[src/rtl/sdx_pkg.sv]
package sdx_pkg;
    parameter int LEN_W  = 11;
    parameter int CNT_W  = 8;
    parameter int GAP_W  = 4;
    parameter int TMO_W  = 24;
    parameter int LANES  = 4;
    parameter int BYTE_W = 8;
    parameter int CRC_W  = 16;
    parameter logic [CRC_W-1:0] CRC_POLY = 16'h1021;
    parameter logic [2:0] STS_GOOD = 3'b010;

    localparam int CRC_CW = $clog2(CRC_W);
    localparam int SEQ_W  = (GAP_W > CRC_CW) ? GAP_W : CRC_CW;
    localparam int BIT_W  = $clog2(BYTE_W);

    typedef enum logic [3:0] {
        ST_IDLE, ST_RWAIT, ST_RDATA, ST_RCRC, ST_REND,
        ST_WGAP, ST_WSTART, ST_WDATA, ST_WCRC, ST_WEND, ST_WSWAIT, ST_WSTS
    } sdx_state_e;

    typedef struct packed {
        sdx_state_e         st;
        logic [BYTE_W-1:0]  sh;
        logic [BIT_W-1:0]   bitc;
        logic [LEN_W-1:0]   bytec;
        logic [CNT_W-1:0]   blkc;
        logic [SEQ_W-1:0]   seq;
        logic [2:0]         sts;
        logic               done;
        logic               crc_ok;
        logic               crc_err;
        logic               dto;
    } sdx_regs_t;
endpackage

[src/rtl/sdx_crc_lane.sv]
module sdx_crc_lane #(
    parameter int W = 16,
    parameter logic [W-1:0] POLY = 16'h1021
) (
    input  logic         clk,
    input  logic         rst_n,
    input  logic         clr,
    input  logic         en,
    input  logic         bit_i,
    output logic [W-1:0] crc_o
);
    logic [W-1:0] crc_d, crc_q;
    logic         fb;

    always_comb begin
        fb    = bit_i ^ crc_q[W-1];
        crc_d = crc_q;
        if (clr)
            crc_d = '0;
        else if (en)
            crc_d = {crc_q[W-2:0], 1'b0} ^ (fb ? POLY : '0);
    end

    always_ff @(posedge clk or negedge rst_n) begin
        if (!rst_n) crc_q <= '0;
        else        crc_q <= crc_d;
    end

    assign crc_o = crc_q;
endmodule

[src/rtl/sdx_tmo.sv]
module sdx_tmo #(
    parameter int W = 24
) (
    input  logic         clk,
    input  logic         rst_n,
    input  logic         run,
    input  logic [W-1:0] lim,
    output logic         hit
);
    logic [W-1:0] cnt_d, cnt_q;

    always_comb begin
        cnt_d = run ? cnt_q + W'(1) : '0;
    end

    always_ff @(posedge clk or negedge rst_n) begin
        if (!rst_n) cnt_q <= '0;
        else        cnt_q <= cnt_d;
    end

    assign hit = run && (lim != '0) && (cnt_q == lim - W'(1));


    tmo_restart_chk: assert property (@(posedge clk) disable iff (!rst_n)
        !run |=> cnt_q == '0);
endmodule

[src/rtl/sd_blk_xfer.sv]
module sd_blk_xfer
    import sdx_pkg::*;
(
    input  logic                 clk,
    input  logic                 rst_n,
    input  logic                 start_rd,
    input  logic                 start_wr,
    input  logic                 wide4,
    input  logic [LEN_W-1:0]     blk_len_m1,
    input  logic [CNT_W-1:0]     blk_cnt,
    input  logic [GAP_W-1:0]     wr_gap_m1,
    input  logic [TMO_W-1:0]     tmo_lim,
    input  logic [LANES-1:0]     dat_i,
    output logic [LANES-1:0]     dat_o,
    output logic                 dat_oe,
    input  logic [BYTE_W-1:0]    tx_byte,
    output logic                 tx_req,
    output logic [BYTE_W-1:0]    rx_byte,
    output logic                 rx_valid,
    output logic                 rd_busy,
    output logic                 wr_busy,
    output logic                 done,
    output logic                 crc16_ok,
    output logic                 crc_err,
    output logic                 dto,
    output logic [2:0]           crc_sts
);
    sdx_regs_t         r_d, r_q;
    logic [CRC_W-1:0]  crc_q [LANES];
    logic [LANES-1:0]  lane_bit, lane_act;
    logic              lane_en, lane_clr, tmo_hit, byte_last, crc_zero, last_blk;
    logic              in_read, in_write;
    logic [2:0]        sts_n;

    assign in_read  = r_q.st inside {ST_RWAIT, ST_RDATA, ST_RCRC, ST_REND};
    assign in_write = r_q.st inside {ST_WGAP, ST_WSTART, ST_WDATA, ST_WCRC,
                                     ST_WEND, ST_WSWAIT, ST_WSTS};
    assign lane_en  = r_q.st inside {ST_RDATA, ST_RCRC, ST_WDATA, ST_WCRC};
    assign lane_clr = (r_q.st == ST_RWAIT) || (r_q.st == ST_WSTART);
    assign byte_last = wide4 ? (r_q.bitc == BIT_W'(BYTE_W / LANES - 1))
                             : (r_q.bitc == BIT_W'(BYTE_W - 1));
    assign last_blk = (r_q.blkc + CNT_W'(1)) == blk_cnt;
    assign sts_n    = {r_q.sts[1:0], dat_i[0]};

    // One CRC16 per data line; line 0 alone is active in 1-bit mode.
    for (genvar k = 0; k < LANES; k++) begin : g_lane
        assign lane_act[k] = wide4 || (k == 0);
        assign lane_bit[k] = in_read ? dat_i[k]
                           : (r_q.st == ST_WCRC) ? crc_q[k][CRC_W-1]
                           : (wide4 ? r_q.sh[BYTE_W-LANES+k] : r_q.sh[BYTE_W-1]);
        always_comb begin
            if (r_q.st == ST_WSTART)
                dat_o[k] = !lane_act[k];
            else if ((r_q.st == ST_WDATA) || (r_q.st == ST_WCRC))
                dat_o[k] = lane_act[k] ? lane_bit[k] : 1'b1;
            else
                dat_o[k] = 1'b1;
        end
        sdx_crc_lane #(.W(CRC_W), .POLY(CRC_POLY)) u_crc (
            .clk   (clk),
            .rst_n (rst_n),
            .clr   (lane_clr),
            .en    (lane_en && lane_act[k]),
            .bit_i (lane_bit[k]),
            .crc_o (crc_q[k])
        );
    end

    always_comb begin
        crc_zero = 1'b1;
        for (int k = 0; k < LANES; k++)
            if (lane_act[k] && (crc_q[k] != '0)) crc_zero = 1'b0;
    end

    sdx_tmo #(.W(TMO_W)) u_tmo (
        .clk   (clk),
        .rst_n (rst_n),
        .run   (r_q.st == ST_RWAIT),
        .lim   (tmo_lim),
        .hit   (tmo_hit)
    );

    assign rx_byte = wide4 ? {r_q.sh[BYTE_W-LANES-1:0], dat_i}
                           : {r_q.sh[BYTE_W-2:0], dat_i[0]};

    always_comb begin
        r_d      = r_q;
        r_d.done = 1'b0;
        tx_req   = 1'b0;
        rx_valid = 1'b0;
        unique case (r_q.st)
            ST_IDLE: begin
                if (start_rd || start_wr) begin
                    r_d.st      = start_rd ? ST_RWAIT : ST_WGAP;
                    r_d.blkc    = '0;
                    r_d.seq     = '0;
                    r_d.sts     = '0;
                    r_d.crc_ok  = 1'b0;
                    r_d.crc_err = 1'b0;
                    r_d.dto     = 1'b0;
                end
            end
            ST_RWAIT: begin
                if (!dat_i[0]) begin
                    r_d.st    = ST_RDATA;
                    r_d.bitc  = '0;
                    r_d.bytec = '0;
                end else if (tmo_hit) begin
                    r_d.st   = ST_IDLE;
                    r_d.dto  = 1'b1;
                    r_d.done = 1'b1;
                end
            end
            ST_RDATA: begin
                r_d.sh   = rx_byte;
                r_d.bitc = r_q.bitc + BIT_W'(1);
                if (byte_last) begin
                    rx_valid = 1'b1;
                    r_d.bitc = '0;
                    if (r_q.bytec == blk_len_m1) begin
                        r_d.st  = ST_RCRC;
                        r_d.seq = '0;
                    end else begin
                        r_d.bytec = r_q.bytec + LEN_W'(1);
                    end
                end
            end
            ST_RCRC: begin
                r_d.seq = r_q.seq + SEQ_W'(1);
                if (r_q.seq == SEQ_W'(CRC_W - 1)) r_d.st = ST_REND;
            end
            ST_REND: begin
                r_d.crc_ok = crc_zero;
                if (!crc_zero || last_blk) begin
                    r_d.st      = ST_IDLE;
                    r_d.done    = 1'b1;
                    r_d.crc_err = !crc_zero;
                end else begin
                    r_d.st   = ST_RWAIT;
                    r_d.blkc = r_q.blkc + CNT_W'(1);
                end
            end
            ST_WGAP: begin
                if (r_q.seq == SEQ_W'(wr_gap_m1)) r_d.st = ST_WSTART;
                else                              r_d.seq = r_q.seq + SEQ_W'(1);
            end
            ST_WSTART: begin
                tx_req    = 1'b1;
                r_d.sh    = tx_byte;
                r_d.bitc  = '0;
                r_d.bytec = '0;
                r_d.st    = ST_WDATA;
            end
            ST_WDATA: begin
                r_d.bitc = r_q.bitc + BIT_W'(1);
                r_d.sh   = wide4 ? {r_q.sh[BYTE_W-LANES-1:0], {LANES{1'b0}}}
                                 : {r_q.sh[BYTE_W-2:0], 1'b0};
                if (byte_last) begin
                    r_d.bitc = '0;
                    if (r_q.bytec == blk_len_m1) begin
                        r_d.st  = ST_WCRC;
                        r_d.seq = '0;
                    end else begin
                        tx_req    = 1'b1;
                        r_d.sh    = tx_byte;
                        r_d.bytec = r_q.bytec + LEN_W'(1);
                    end
                end
            end
            ST_WCRC: begin
                r_d.seq = r_q.seq + SEQ_W'(1);
                if (r_q.seq == SEQ_W'(CRC_W - 1)) r_d.st = ST_WEND;
            end
            ST_WEND: r_d.st = ST_WSWAIT;
            ST_WSWAIT: begin
                if (!dat_i[0]) begin
                    r_d.st  = ST_WSTS;
                    r_d.seq = '0;
                end
            end
            ST_WSTS: begin
                r_d.sts = sts_n;
                r_d.seq = r_q.seq + SEQ_W'(1);
                if (r_q.seq == SEQ_W'(2)) begin
                    if ((sts_n != STS_GOOD) || last_blk) begin
                        r_d.st      = ST_IDLE;
                        r_d.done    = 1'b1;
                        r_d.crc_err = (sts_n != STS_GOOD);
                    end else begin
                        r_d.st   = ST_WGAP;
                        r_d.seq  = '0;
                        r_d.blkc = r_q.blkc + CNT_W'(1);
                    end
                end
            end
            default: r_d.st = ST_IDLE;
        endcase
    end

    always_ff @(posedge clk or negedge rst_n) begin
        if (!rst_n) r_q <= '{st: ST_IDLE, default: '0};
        else        r_q <= r_d;
    end

    assign dat_oe   = r_q.st inside {ST_WGAP, ST_WSTART, ST_WDATA, ST_WCRC, ST_WEND};
    assign rd_busy  = in_read;
    assign wr_busy  = in_write;
    assign done     = r_q.done;
    assign crc16_ok = r_q.crc_ok;
    assign crc_err  = r_q.crc_err;
    assign dto      = r_q.dto;
    assign crc_sts  = r_q.sts;


    start_ignored_chk: assert property (@(posedge clk) disable iff (!rst_n)
        (rd_busy && start_wr) |=> !wr_busy);

    done_ends_chk: assert property (@(posedge clk) disable iff (!rst_n)
        done |-> (!rd_busy && !wr_busy));

    crcerr_done_chk: assert property (@(posedge clk) disable iff (!rst_n)
        $rose(crc_err) |-> done);

    dto_done_chk: assert property (@(posedge clk) disable iff (!rst_n)
        $rose(dto) |-> (done && !crc_err));

    gap_high_chk: assert property (@(posedge clk) disable iff (!rst_n)
        $rose(dat_oe) |-> (dat_o == {LANES{1'b1}}));

    rx_in_read_chk: assert property (@(posedge clk) disable iff (!rst_n)
        rx_valid |-> rd_busy);

    txreq_drive_chk: assert property (@(posedge clk) disable iff (!rst_n)
        tx_req |-> dat_oe);
endmodule

[config.mk]
export PLATFORM = sky130hd
export DESIGN_NAME = sd_blk_xfer
export DESIGN_NICKNAME = d
export VERILOG_FILES = /design/src/rtl/sdx_pkg.sv /design/src/rtl/sdx_crc_lane.sv /design/src/rtl/sdx_tmo.sv /design/src/rtl/sd_blk_xfer.sv
export SDC_FILE = /design/constraint.sdc
export NUM_CORES = 1
export LEC_CHECK = 0
export BUFFER_PORTS_ARGS = -buffer_cell sky130_fd_sc_hd__buf_4
export CAP_MARGIN = 30
export CORE_MARGIN = 2
export CORE_UTILIZATION = 50
export DETAILED_ROUTE_END_ITERATION = 6
export PLACE_DENSITY = 0.74
export SLEW_MARGIN = 40
export SYNTH_ARGS = -nofsm -noshare
export SYNTH_HDL_FRONTEND = slang
export SYNTH_SLANG_ARGS = --single-unit
[constraint.sdc]
create_clock -name clk -period 3.5 [get_ports clk]
set_clock_uncertainty 0.1 [all_clocks]
set_input_delay 0.7 -clock clk [delete_from_list [all_inputs] [get_ports clk]]
set_output_delay 0.7 -clock clk [all_outputs]
set_load 0.1 [all_outputs]
== After elaboration in Yosys (flattened, before gate mapping) ==
Index checks and enable logic that the tools add are counted.
Storage, ports and cells
  word-level logic and storage cells: 209
  output and inout bits: 24
  bits of input ports: 64
  bits in registers: 133
Operators by class
  bitwise operators: 8
  add/subtract/negate cells: 6
  eq/ne operators: 41
  mux-type cells: 95
  reductions and logical operators: 43
Operators by type and width (count)
  16-bit 2-to-1 mux: 8
  16-bit nonzero test: 4
  16-bit bitwise XOR: 4
  4-bit 2-to-1 mux: 15
  14-bit case mux with 4 select lines: 1
  13-bit 2-to-1 mux: 4
  4-bit case mux with 12 select lines: 1
  8-bit case mux with 3 select lines: 2
  1-bit 2-to-1 mux: 42
  8-bit 2-to-1 mux: 4
  14-bit 2-to-1 mux: 2
  26-bit 2-to-1 mux: 1
  24-bit by 1-bit adder with 24-bit output, second input constant: 1
  24-bit == test: 1
  12-bit 2-to-1 mux: 2
  24-bit 2-to-1 mux: 1
  4-bit case mux with 6 select lines: 1
  24-bit nonzero test: 1
  24-bit by 1-bit subtractor with 24-bit output, second input constant: 1
  2-bit inequality test, second input constant: 11
  4-bit == test, second input constant: 5
  2-bit by 1-bit inequality test with 1-bit output, second input constant: 9
  4-bit by 3-bit == test with 1-bit output, second input constant: 4
  15-bit 2-to-1 mux: 1
  other kinds (35): 67

== Logic depth before layout (Yosys ltp) ==
Gate-level depths: netlist (run 1).
  word-level depth: 9
  gate-level depth with buffers: 11
  gate-level depth less buffers: 10

== Modules after synthesis ==
From an unflattened synthesis (run 1), not the netlist that was laid out.
Second synthesis, totals
  cell total of the unflattened synthesis: 928
  area total of the unflattened synthesis: 8486.9 µm²
Modules (own cells, without submodules)
  sd_blk_xfer: sequential area each 1126.1 µm², area an instance 3617.2 µm², instances 1, cells each 452
  sdx_crc_lane: sequential area each 400.4 µm², area an instance 688.2 µm², instances 4, cells each 58
  sdx_tmo: sequential area each 600.6 µm², area an instance 2117.0 µm², instances 1, cells each 244

== Worst setup path before layout (run 1) ==
Ideal clock, no wire load.
  kind: input-to-output
  start: input port wide4
  end: output port dat_o[1]
  setup slack: -1022 ps
  arrival time: 3722 ps
  stages: 8
  required time: 2700 ps
  path buffers: 1
  path through: clkbuf_1 -> nand2_1 -> o21ai_0 -> a211oi_1 -> a21oi_1 -> o21ai_1 -> o21ba_2 -> o21ai_0
Between the ends
  word-level cells in the longest chain between the ends: 6
  elaborated cells between the ends (all ways): 7
  those cells by class: mux: 6; reduce/logical: 1
RTL lines
  start, declared: line sd_blk_xfer.sv:8  | input logic wide4,
  1-bit 2-to-1 mux: line sd_blk_xfer.sv:50  | : (wide4 ? r_q.sh[BYTE_W-LANES+k] : r_q.sh[BYTE_W-1]);
  1-bit 2-to-1 mux: line sd_blk_xfer.sv:49  | : (r_q.st == ST_WCRC) ? crc_q[k][CRC_W-1]
  1-bit 2-to-1 mux: line sd_blk_xfer.sv:48  | assign lane_bit[k] = in_read ? dat_i[k]
  1-bit 2-to-1 mux: line sd_blk_xfer.sv:55  | dat_o[k] = lane_act[k] ? lane_bit[k] : 1'b1;
  1-bit 2-to-1 mux: line sd_blk_xfer.sv:54  | else if ((r_q.st == ST_WDATA) || (r_q.st == ST_WCRC))
  1-bit 2-to-1 mux (*): line sd_blk_xfer.sv:52  | if (r_q.st == ST_WSTART)
  end, declared: line sd_blk_xfer.sv:14  | output logic [LANES-1:0] dat_o,
Mark *: on every way between the ends. The rest lies on a longest branch, timed or not.

== Worst setup path after layout (run 1) ==
  start: register r_q[43] (netlist bit)
  end: output port dat_o[1]
Between the ends
  word-level cells in the longest chain between the ends: 6
  elaborated cells between the ends (all ways): 14
  those cells by class: eq/ne: 7; mux: 5; reduce/logical: 2
RTL lines
  start, declared: line sd_blk_xfer.sv:28  | sdx_regs_t r_d, r_q;
  start signal, assigned: line sd_blk_xfer.sv:202  | else r_q <= r_d;
  4-bit by 1-bit == test with 1-bit output (tied with other cells): line sd_blk_xfer.sv:35  | assign in_read = r_q.st inside {ST_RWAIT, ST_RDATA, ST_RCRC, ST_REND};
  4-bit nonzero test or 1-bit 2-to-1 mux (tied branches): line sd_blk_xfer.sv:35, sd_blk_xfer.sv:49
  1-bit 2-to-1 mux: line sd_blk_xfer.sv:48
  1-bit 2-to-1 mux: line sd_blk_xfer.sv:55
  1-bit 2-to-1 mux: line sd_blk_xfer.sv:54
  1-bit 2-to-1 mux (*): line sd_blk_xfer.sv:52
Marked as above.

==> flow_metrics.tcl, run 1 <==
set metrics [dict create \
    synth_area_per_cell_um2 9.13 \
    wl_per_cell_um 15.7 \
    post_cts.repair.setup_buffers 0 \
    hold_path.class "in2async" \
    crit_start "r_q[43]" \
    postLayoutCellArea_um2 9450 \
    ys_async_sr_fraction_pct 100 \
    cts_buffers 17 \
    io_pins 88 \
    netlist_area_um2 7920 \
    yosys-top-cells-area "dfrtp_1 (42%), a22o_1 (6.2%), xor2_1 (5.1%), xnor2_1 (4.4%), nor2_1 (4.0%)" \
    worst-setup-path-type "reg2out" \
    fin_crit_ps 3330 \
    grt_pass1_vias 6361 \
    powerDensity_nw_per_um2 870 \
    yosys_warnings 0 \
    cp-start-kind "flip-flop" \
    dp.cells 1140 \
    core_um2 15300 \
    yosysUniqueCellTypes 75 \
    p_sw_mw 3.93 \
    crit_fanout 10 \
    register_area_um2 3330 \
    gr-total-overflow 0 \
    cts-root-buf "clkbuf_16" \
    io_buffers 87 \
    p_int_mw 4.29 \
    grtUsageTotal_pct 22.9 \
    peakVddDrop_mv 1.02 \
    drc_errors 0 \
    vias 6799 \
    hpwl_mm 13.2 \
    power_leakage_nw 4.08 \
    netlist.area_leader.share_pct 42.0 \
    syn_nets 939 \
    fin_nets 1020 \
    syn-instance-count 867 \
    synth_top_area_cell "dfrtp_1" \
    pwr-share-comb_pct 52.5 \
    cts_buffer_depth 2 \
    synth_common_cells "dfrtp_1 (133), nor2_1 (85), nand2_1 (66)" \
    worst-slew-pin-transition_ps 701 \
    clkPwrFrac_pct 20.6 \
    clk_pin_slew_ps 60 \
    critPathArrivalTime_ps 2530 \
    post-route-period-util_pct 95.0 \
    setup_viol 0 \
    netSwitchingFraction_pct 47.8 \
    rsz0062_at_grt "no" \
    max_clock_freq_mhz 301 \
    ant_nets 0 \
    firstDrtPassIters 5 \
    yosys_register_bits 133 \
    area_growth_pct 19.4 \
    yosysSeqAreaShare_pct 42.0 \
    multi_input_area_um2 4350 \
    die_height_um 130 \
    status "completed" \
    grt_max_degree 71 \
    maxSlewViolCount 0 \
    r2r_start "r_q[43]" \
    routed_wl_mm 18.4 \
    n_antenna_cell 0 \
    antenna_found_initial 0 \
    place_area_um2 8860 \
    end_kind "primary output" \
    synth_ff_type "dfrtp_1" \
    maxCapViolations 0 \
    start_util_pct 51.7 \
    insertion_delay_ps 420 \
    rows 45 \
    drive_gt1_share_pct 17.7 \
    final_cell_count_no_fill 1171 \
    slew-limit-headroom_pct 53.0 \
    die_x_um 130 \
    gp_congestion 0.863 \
    finalSetupTns_ps 0 \
    sequentialPowerShare_pct 27.0 \
    viasPerCell 5.81 \
    synth.most_common_cell "dfrtp_1" \
    fillerInstances 1346 \
    cts_htree_levels 4 \
    cp.required_ps 2700 \
    die-area_um2 16900 \
    drt_iter0_drc 483 \
    synth-edff-count 0 \
    cts.sinks 133 \
    finalHoldViolCount 0 \
    cts_tree "yes" \
    grt_pass1_wl_mm 30.6 \
]
==> area by class of cell <==
| type | instances | area share [%] |
|---|---|---|
| multi-input cells | 668 | 46.0 |
| flip-flops and latches | 133 | 35.2 |
| clock buffers | 19 | 4.69 |
| repair buffers | 112 | 9.38 |
| inverters | 16 | 0.635 |
| well taps | 211 | 2.79 |
| clock inverters | 12 | 1.30 |
==> power by group through the flow <==
stage          clock (mW)  sequential, mW  combinational, mW
3_5_place_dp            0            2.23               4.27
4_1_cts              1.72            2.21               4.30
5_1_grt              1.80            2.27               4.71
2_1_floorplan           0            2.25               3.16
6_report             1.69            2.22               4.32
3_3_place_gp            0            2.22               4.16
==> layer usage <==
metal  global-route usage [%]  up-vias  wire (um)
li1                         -     3334          -
met1                     30.8     3244       8390
met2                     36.9      189       8630
met3                     4.47       32        952
met4                     8.73        0        403
met5                        0        -          0
==> cell usage in the layout (no fill, tap or decap), types with 10 or more instances in the layout <==
cell       count
o21ai_1       34
and3_1        11
clkbuf_16     17
a21oi_1       34
inv_1         15
xor2_1        46
o21ai_0       24
nor3_1        22
nor2b_1       11
nand3_1       32
nor2_1        83
nor4_1        26
dfrtp_1      133
buf_4        105
a211oi_1      12
xnor2_1       40
nand2b_1      12
nand2_1       66
a31oi_1       10
nand4_1       13
a22o_1        56
==> critical path, cell delays in order (launching register included) <==
cell and delay [ps]:
dfrtp_1 450, buf_4 210, nand2b_1 130, or2_0 390, o22a_1 190, o21ai_1 80, o21ba_2 230, o21ai_2 200
buf_8 230
==> through the flow <==
stage	hold WS [ps]	worst slack [ps]	utilization, %	power [mW]
final	157	175	61.7	8.23
after floorplan	304	-265	-	5.41
after detailed placement	403	-24.2	57.9	6.49
after CTS	168	32.6	61.6	8.24
after global placement	397	165	57.7	6.39
after global routing	199	37.5	61.7	8.78
==> registers in the layout, indices dropped and copies added, names as in the netlist <==
name and count:
crc_err 1, done 1, crc16_ok 1, g_lane.u_crc.crc_o 64
r_q 38, u_tmo.cnt_q 24, dto 1, crc_sts 3
==> timing repair <==
item	CTS	global route
endpoints found under the setup margin	1	3
hold buffers	0	0
resized for setup	1	7
==> cells by family after synthesis <==
logic type	share of synthesized area, %
simple gates	21.6
compound gates	19.7
flops	42.0
xor+xnor	9.51
buf+inv	3.43
mux	2.42
fa+ha+maj	1.26
==> final timing paths <==
| check | depth (start not counted) | slack (ps) | end |
|---|---|---|---|
| max | 8 | 170 | dat_o[1] |
| min | 1 | 160 | r_q[17] |
| max reg2reg | 9 | 600 | dto |
| min reg2reg | 2 | 420 | g_lane[1].u_crc.crc_o[5] |
| max in group asynchronous | 2 | 2370 | r_q[27] |
| min in group clk | 2 | 420 | g_lane[1].u_crc.crc_o[5] |
Power figures use the tool's default switching activity.
==> run 2, diff against run 1 <==
Settings changed: CTS_BUF_LIST set to sky130_fd_sc_hd__clkbuf_8.
==> flow_metrics.tcl, run 2 (synthesis gave the netlist of run 1 again) <==
set metrics [dict create \
    status "completed" \
    postLayoutCellArea_um2 9250 \
    cp_top_family "compound AO/OA/AOI/OAI gates" \
    gp_congestion 0.863 \
    setup_viol 0 \
    place_area_um2 8860 \
    cts_tree "yes" \
    cp-start-kind "flip-flop" \
    area_growth_pct 16.8 \
    insertion_delay_ps 440 \
    maxSlewViolCount 0 \
    largest_reg_flops 64 \
    power_mw 7.73 \
    cts_buffers 17 \
    io_buffers 87 \
    n_antenna_cell 0 \
    fin_nets 1020 \
    clk_pin_slew_ps 70 \
    die-area_um2 16900 \
    cp_num_buf_inv 1 \
    crit_path_top_delay_cell "dfrtp_1" \
    finalHoldViolCount 0 \
    maxCapViolations 0 \
    path_cells "or2_4 > o21a_1 > a21oi_1 > o22a_1 > o21ai_1 > o21ba_2 > o21ai_2 > buf_4" \
    grt_max_degree 71 \
    die_height_um 130 \
    layout_commonest_cell "dfrtp_1" \
    fin_crit_ps 3300 \
    final_cell_mix "dfrtp_1 (133), buf_4 (107), nor2_1 (83), nand2_1 (66), a22o_1 (56)" \
    worst-setup-path-type "reg2out" \
    power_leakage_nw 3.99 \
    grtUsageTotal_pct 22.6 \
    worst-slew-pin-transition_ps 717 \
    firstDrtPassIters 4 \
    peakVddDrop_mv 0.989 \
    cts-root-buf "clkbuf_8" \
    powerDensity_nw_per_um2 836 \
    viasPerCell 5.79 \
    drt_iter0_drc 504 \
    antenna_found_initial 0 \
    post-route-period-util_pct 94.2 \
    crit_fanout 14 \
    gr-total-overflow 0 \
    critPathArrivalTime_ps 2500 \
    ant_nets 0 \
    io_pins 88 \
    hpwl_mm 13.2 \
    core_um2 15300 \
    grt_pass1_wl_mm 30.4 \
    end_kind "primary output" \
    drive_gt1_share_pct 17.7 \
    rows 45 \
    hold_path.class "in2async" \
    vias 6783 \
    wl_per_cell_um 15.6 \
    finalCoreUtilization_pct 60.4 \
    die_x_um 130 \
    post_cts.repair.setup_buffers 0 \
    max_clock_freq_mhz 303 \
    routed_wl_mm 18.3 \
    drc_errors 0 \
    cts.sinks 133 \
    start_util_pct 51.7 \
    grt_pass1_vias 6334 \
    rsz0062_at_grt "no" \
    slew-limit-headroom_pct 51.9 \
    cts_buffer_depth 2 \
    cts_htree_levels 4 \
    slowest_delay_ps 390 \
    cp.required_ps 2700 \
]
-- run 2: worst paths after layout --
check | start | to | slack (ps) | depth (start not counted)
worst max-delay path | r_q[42] | dat_o[2] | 200 | 8
worst min-delay path | rst_n | r_q[17] | 120 | 1
worst max register to register | r_q[43] | dto | 600 | 9
worst min register to register | g_lane[2].u_crc.crc_o[14] | g_lane[2].u_crc.crc_o[15] | 420 | 1
max in group asynchronous | rst_n | r_q[27] | 2410 | 2
min in group clk | tx_byte[2] | r_q[35] | 400 | 3
-- run 2: area by class of cell --
type | instances | area [um2]
Fill cell | 1363 | 6060
Multi-Input combinational cell | 668 | 4350
Sequential cell | 133 | 3330
Timing Repair Buffer | 112 | 876
Tap cell | 211 | 264
Clock buffer | 18 | 248
Clock inverter | 13 | 126
Inverter | 16 | 60.1
-- run 2: timing repair --
item / in CTS / in global routing
gates resized for setup: 2 / 3
hold buffers: 0 / 0
endpoints found under the setup margin: 1 / 3
-- run 2: per-stage QoR --
stage	TNS [ps]	hold WS (ps)	cells	worst slack [ps]
floorplan	-516	304	867	-265
global placement	0	397	1138	165
detailed placement	-24.2	403	1140	-24.2
CTS	0	127	1171	57.1
global route	0	159	1171	72.5
finish	0	124	1171	202
-- run 2: metal layers --
| metal | vias up | track usage [%] | routed length (um) |
|---|---|---|---|
| met2 | 146 | 36.2 | 8600 |
| met3 | 29 | 3.77 | 796 |
| met4 | 0 | 7.97 | 368 |
| met5 | - | 0 | 0 |
| met1 | 3279 | 31.4 | 8490 |
| li1 | 3329 | - | - |
-- run 2: power by group --
part           leakage, nW  internal [mW]  switching [mW]  total, mW
clock                0.184          0.585           0.634       1.22
combinational         2.00           1.41            2.90       4.30
sequential            1.81           1.87           0.343       2.21
total                 3.99           3.86            3.87       7.73
